<file path="src/rtl/vic_pkg.sv">
package vic_pkg;
  localparam int ADDR_W = 8;

  // Upper address nibble selects the register group.
  localparam logic [3:0] GRP_ROUTE  = 4'h0;
  localparam logic [3:0] GRP_EN     = 4'h1;
  localparam logic [3:0] GRP_ENCLR  = 4'h2;
  localparam logic [3:0] GRP_ENSET  = 4'h3;
  localparam logic [3:0] GRP_TYPE   = 4'h4;
  localparam logic [3:0] GRP_POL    = 4'h5;
  localparam logic [3:0] GRP_IRQST  = 4'h8;
  localparam logic [3:0] GRP_FIQST  = 4'h9;
  localparam logic [3:0] GRP_RAW    = 4'hA;
  localparam logic [3:0] GRP_CLR    = 4'hB;
  localparam logic [3:0] GRP_SOFT   = 4'hC;

  localparam logic [ADDR_W-1:0] ADDR_MASTER = 8'h64;
  localparam logic [ADDR_W-1:0] ADDR_VEC    = 8'hD0;
endpackage

</file>
<file path="src/rtl/vic_sync.sv">
module vic_sync #(
  parameter int W      = 64,
  parameter int STAGES = 2
) (
  input  logic         clk,
  input  logic         rst,
  input  logic [W-1:0] async_i,
  output logic [W-1:0] sync_o
);
  logic [STAGES-1:0][W-1:0] stage_q;

  always_ff @(posedge clk) begin
    if (rst) stage_q[0] <= '0;
    else     stage_q[0] <= async_i;
  end

  for (genvar s = 1; s < STAGES; s++) begin : g_stage
    always_ff @(posedge clk) begin
      if (rst) stage_q[s] <= '0;
      else     stage_q[s] <= stage_q[s-1];
    end
  end

  assign sync_o = stage_q[STAGES-1];
endmodule

</file>
<file path="src/rtl/vic_detect.sv">
module vic_detect #(
  parameter int W = 64
) (
  input  logic         clk,
  input  logic         rst,
  input  logic [W-1:0] sync_i,
  input  logic [W-1:0] type_i,   // 1 = edge
  input  logic [W-1:0] pol_i,    // 1 = falling / low
  input  logic [W-1:0] clr_i,
  output logic [W-1:0] hw_req_o,
  output logic [W-1:0] edge_q_o
);
  logic [W-1:0] prev_q, edge_q, act_now, act_prev;

  assign act_now  = sync_i ^ pol_i;
  assign act_prev = prev_q ^ pol_i;

  always_ff @(posedge clk) begin
    if (rst) begin
      prev_q <= '0;
      edge_q <= '0;
    end else begin
      prev_q <= sync_i;
      edge_q <= type_i & ((edge_q & ~clr_i) | (act_now & ~act_prev));
    end
  end

  assign hw_req_o = (type_i & edge_q) | (~type_i & act_now);
  assign edge_q_o = edge_q;
endmodule

</file>
<file path="src/rtl/vic_prio.sv">
module vic_prio #(
  parameter int W  = 64,
  parameter int IW = $clog2(W)
) (
  input  logic [W-1:0]  req_i,
  output logic          found_o,
  output logic [IW-1:0] idx_o
);
  always_comb begin
    found_o = 1'b0;
    idx_o   = '0;
    for (int i = W - 1; i >= 0; i--) begin
      if (req_i[i]) begin
        found_o = 1'b1;
        idx_o   = IW'(i);
      end
    end
  end
endmodule

</file>
<file path="src/rtl/vic_top.sv">
module vic_top
  import vic_pkg::*;
#(
  parameter int NUM_SRC = 64,
  parameter int DW      = 32
) (
  input  logic               clk,
  input  logic               rst,
  input  logic [NUM_SRC-1:0] irq_in,
  input  logic [ADDR_W-1:0]  bus_addr,
  input  logic               bus_we,
  input  logic [DW-1:0]      bus_wdata,
  output logic [DW-1:0]      bus_rdata,
  output logic               irq_out,
  output logic               fiq_out
);
  localparam int NBANK = NUM_SRC / DW;
  localparam int IDXW  = $clog2(NUM_SRC);

  logic [NUM_SRC-1:0] route_q, en_q, type_q, pol_q, soft_q;
  logic [1:0]         master_q;
  logic [NUM_SRC-1:0] bank_sel, wmask, clr_mask, soft_set;
  logic [NUM_SRC-1:0] synced, hw_req, edge_q, raw, irq_act, fiq_act;
  logic [3:0]         grp;
  logic               word_ok, wr_ok, vec_found;
  logic [IDXW-1:0]    vec_idx;
  logic [DW-1:0]      rd_word, vec_word;

  assign grp     = bus_addr[7:4];
  assign word_ok = ~bus_addr[3] & (bus_addr[1:0] == 2'b00);
  assign wr_ok   = bus_we & word_ok;

  for (genvar b = 0; b < NBANK; b++) begin : g_bank
    assign bank_sel[b*DW +: DW] = {DW{int'(bus_addr[2]) == b}};
  end

  assign wmask    = {NBANK{bus_wdata}} & bank_sel;
  assign clr_mask = (wr_ok && grp == GRP_CLR)  ? wmask : '0;
  assign soft_set = (wr_ok && grp == GRP_SOFT) ? wmask : '0;

  vic_sync #(.W(NUM_SRC), .STAGES(2)) u_sync (
    .clk(clk), .rst(rst), .async_i(irq_in), .sync_o(synced)
  );

  vic_detect #(.W(NUM_SRC)) u_detect (
    .clk(clk), .rst(rst), .sync_i(synced), .type_i(type_q), .pol_i(pol_q),
    .clr_i(clr_mask), .hw_req_o(hw_req), .edge_q_o(edge_q)
  );

  assign raw     = hw_req | soft_q;
  assign irq_act = raw & en_q & ~route_q;
  assign fiq_act = raw & en_q & route_q;

  vic_prio #(.W(NUM_SRC), .IW(IDXW)) u_prio (
    .req_i(irq_act), .found_o(vec_found), .idx_o(vec_idx)
  );

  assign vec_word = vec_found ? DW'(vec_idx) : '1;

  function automatic logic [DW-1:0] fold(input logic [NUM_SRC-1:0] v);
    logic [DW-1:0] acc = '0;
    for (int b = 0; b < NBANK; b++) acc |= v[b*DW +: DW];
    return acc;
  endfunction

  always_comb begin
    rd_word = '0;
    if (bus_addr == ADDR_MASTER)      rd_word = DW'(master_q);
    else if (bus_addr == ADDR_VEC)    rd_word = vec_word;
    else if (word_ok) begin
      case (grp)
        GRP_ROUTE:                   rd_word = fold(route_q & bank_sel);
        GRP_EN, GRP_ENSET, GRP_ENCLR: rd_word = fold(en_q & bank_sel);
        GRP_TYPE:                    rd_word = fold(type_q & bank_sel);
        GRP_POL:                     rd_word = fold(pol_q & bank_sel);
        GRP_IRQST:                   rd_word = fold(irq_act & bank_sel);
        GRP_FIQST:                   rd_word = fold(fiq_act & bank_sel);
        GRP_RAW:                     rd_word = fold(raw & bank_sel);
        GRP_SOFT:                    rd_word = fold(soft_q & bank_sel);
        default:                     rd_word = '0;
      endcase
    end
  end

  always_ff @(posedge clk) begin
    if (rst) begin
      route_q   <= '0;
      en_q      <= '0;
      type_q    <= '0;
      pol_q     <= '0;
      soft_q    <= '0;
      master_q  <= '0;
      irq_out   <= 1'b0;
      fiq_out   <= 1'b0;
      bus_rdata <= '0;
    end else begin
      if (wr_ok && grp == GRP_ROUTE) route_q <= (route_q & ~bank_sel) | wmask;
      if (wr_ok && grp == GRP_TYPE)  type_q  <= (type_q & ~bank_sel) | wmask;
      if (wr_ok && grp == GRP_POL)   pol_q   <= (pol_q & ~bank_sel) | wmask;
      if (wr_ok && grp == GRP_EN)         en_q <= (en_q & ~bank_sel) | wmask;
      else if (wr_ok && grp == GRP_ENSET) en_q <= en_q | wmask;
      else if (wr_ok && grp == GRP_ENCLR) en_q <= en_q & ~wmask;
      soft_q <= (soft_q | soft_set) & ~clr_mask;
      if (bus_we && bus_addr == ADDR_MASTER) master_q <= bus_wdata[1:0];
      irq_out   <= master_q[0] & (|irq_act);
      fiq_out   <= master_q[1] & (|fiq_act);
      bus_rdata <= rd_word;
    end
  end
endmodule

</file>
<file path="config.mk">
export PLATFORM = sky130hd
export DESIGN_NAME = vic_top
export DESIGN_NICKNAME = d
export VERILOG_FILES = /design/src/rtl/vic_pkg.sv /design/src/rtl/vic_sync.sv /design/src/rtl/vic_detect.sv /design/src/rtl/vic_prio.sv /design/src/rtl/vic_top.sv
export SDC_FILE = /design/constraint.sdc
export NUM_CORES = 2
export LEC_CHECK = 0
export ABC_AREA = 1
export BUFFER_PORTS_ARGS = -buffer_cell sky130_fd_sc_hd__buf_2
export CORE_ASPECT_RATIO = 1.4
export CORE_UTILIZATION = 60
export CTS_CLUSTER_DIAMETER = 80
export DETAILED_ROUTE_END_ITERATION = 7
export PLACE_DENSITY = 0.88
export SYNTH_ARGS = -nofsm -noshare
export SYNTH_HDL_FRONTEND = slang
export SYNTH_SLANG_ARGS = --single-unit
</file>
<file path="constraint.sdc">
create_clock -name clk -period 8.1 [get_ports clk]
set_input_delay 0 -clock clk [delete_from_list [all_inputs] [get_ports clk]]
set_output_delay 0 -clock clk [all_outputs]
set_load 0.01 [all_outputs]
</file>
==> out/results.tsv <==
metric	value	unit
outcome	complete, no violations	
switchingPower	0.001565	W
synth_nets	4251	
finalHoldViolations	0	
crit_path_top_delay_cell	nor2_4	
syn_avg_cell_area	6.864	um2
drt-pass1-iter-count	7	
drtIter0Drc	4509	
worstPathMaxFanout	28	
layout.cells.non_filler	4956	
drv_slew	0	
fp.dieW	186.0	um
ys_seq_elements	612	
synth-async-reset-ratio	0	%
yosys_warnings	0	
ys_types	50	
crit_type	input pin to flop	
synthXorXnorAreaFrac	0	%
place_congestion	1.033	
grt_pass1_wl	151400	um
crit_required	8.62	ns
p_clk_share	45.0	%
synthTopCellsByCount	747 x nand2_1, 612 x dfxtp_1, 586 x inv_1	
maxCapViolCount	0	
grt_setup_unrepaired	no	
stdcell_area	0.03271	mm2
cts_made_buffers	57	
synth_compound_area_share	22.44	%
swShare	24.47	%
grt_usage	40.78	%
syn_inst	4144	
powerDensity	195.5	mW/mm2
dpl.hpwl	62820	um
htreeDepth	2	
antenna_found_initial	4	
rr_worst_depth	69	
ir_worst_vdd	0.1741	mV
die_h	259.6	um
post-route-min-period	4.906	ns
clock_sink_count	612	
min_path_cells	7	
drt.antenna.violating_nets	0	
core_area	0.04693	mm2
initial_core_util	60.61	%
end_kind	flop	
power_frac_comb	6.9	%
sequentialPowerShare	48.0	%
synthMuxAreaShare	0.03519	%
root_buffer	clkbuf_16	
hold_class	input pin to flop	
num-nets-final	4388	
crit_arrival	5.43	ns
critPathLaunchType	input pin	
placed_area	0.02951	mm2
grt_overflow	0	
synth_top_area_share	43.07	%
pin_count	141	
die-area	0.04830	mm2
period_share	60.57	%
cts_tree	yes	
area_growth	15.00	%
tns	0	ns
wl_per_cell	20.29	um
setup_viol	0	
synthTopCellsByArea	dfxtp_1 43%, nand2_1 9.9%, inv_1 7.7%	
synthAdderAreaFrac	0	%
cpPeakStageDelay	0.91	ns
grt_max_degree	190	
layout-drive-gt1-share	7.646	%
synth.most_common_cell	nand2_1	
yosysTopAreaCell	dfxtp_1	
path_cells	dlygate4sd3_1 -> buf_2 -> nor2_1 -> inv_1 -> nor2_1 -> buf_4 -> inv_1 -> nor2_4 -> inv_1 -> nor2_1 -> buf_4 -> inv_1 -> a21oi_1 -> nor2_1 -> a211oi_1	
synth_edf_count	0	
port-buffer-count	140	
worstSkewPairLatency	0.64	ns
synth-seq-area-share	43.07	%
dp.cells	4728	
p_leak	13.21	nW
clk_path_buf_depth	3	
synthesis.area	0.02844	mm2
synthSimpleGateAreaFrac	23.71	%
synth_flop_cell	dfxtp_1	
relSlewSlack	9.095	%
fmax	203.8	MHz
worst_pin_slew	1.362	ns
path_clk_slew	0.07	ns
routed_via_density	6.158	
drc	0	
routed_wl	100600	um
fin_util	69.71	%
synth_top_family_by_area	simple AND/OR/NAND/NOR gates	
num_vias	30520	
rows	94	
skew	0.03481	ns
p_int	0.004829	W
first_global_vias	27980	
==> layout make-up <==
type	count	area [um2]
well taps	624	780.7
repair buffers	297	2220
flip-flops and latches	612	12250
clock buffers	72	1573
fillers	3840	14220
multi-input cells	2718	13200
clock inverters	35	437.9
diodes	3	7.507
inverters	595	2238
==> stage by stage <==
stage / power, W / worst slack, ns / hold WS [ns]
after floorplan: 0.003369 / 4.451 / 0.1070
after global placement: 0.003507 / 3.677 / 0.1991
final: 0.006394 / 3.194 / 0.04610
after global routing: 0.006547 / 2.864 / 0.08639
after CTS: 0.006368 / 3.601 / 0.03518
after detailed placement: 0.003513 / 3.573 / 0.2046
==> final timing paths <==
| kind | from | endpoint | slack, ns |
|---|---|---|---|
| min reg2reg | u_sync.stage_q[21] | u_sync.sync_o[21] | 0.40 |
| max | bus_addr[7] | flop | 3.19 |
| max reg2reg | flop | bus_rdata[0] | 3.48 |
| min | bus_addr[4] | bus_rdata[0] | 0.05 |
==> worst max-delay path: cells and delay by family <==
kind	cells	cell delay, ns
buffers and inverters	8	2.65
AND/OR/NAND/NOR	5	2.10
AO/OA/AOI/OAI	2	0.64
==> power by group through the flow <==
stage / sequential (W) / combinational (W) / clock, W
after floorplan: 0.00313 / 0.000237 / 0
after global placement: 0.00314 / 0.000370 / 0
after detailed placement: 0.00314 / 0.000374 / 0
after CTS: 0.00307 / 0.000420 / 0.00288
after global routing: 0.00307 / 0.000471 / 0.00300
final: 0.00307 / 0.000442 / 0.00288
==> layout by cell type (no fill, tap or decap), types with 16 or more instances in the layout <==
cell type	count
nor2_1	543
o32ai_1	34
buf_2	138
dlygate4sd3_1	118
o21ai_0	357
dfxtp_1	612
a221oi_1	47
nand2_1	742
a31oi_1	19
buf_4	37
inv_1	585
o2111ai_1	16
clkbuf_16	57
o221ai_1	25
nor3_1	125
nand3_1	179
a21oi_1	413
a211oi_1	63
==> repair_timing <==
item                      4_1_cts  5_1_grt
buffers inserted                0        0
hold endpoints to repair      450        0
gates resized for setup         0        0
hold buffers                  118        0
==> per-layer routing <==
layer	part of all wire (%)	global-route usage, %
met4	8.0	29.62
met2	43	62.09
met3	13	8.962
met1	36	50.65
met5	0.027	0
==> kinds of logic after synthesis <==
kind of cell,Yosys count
multiplexers,1
AND/OR/NAND/NOR,1644
AO/OA/AOI/OAI,1073
flip-flops,612
buffers and inverters,814
(Power assumes the default switching activity.)
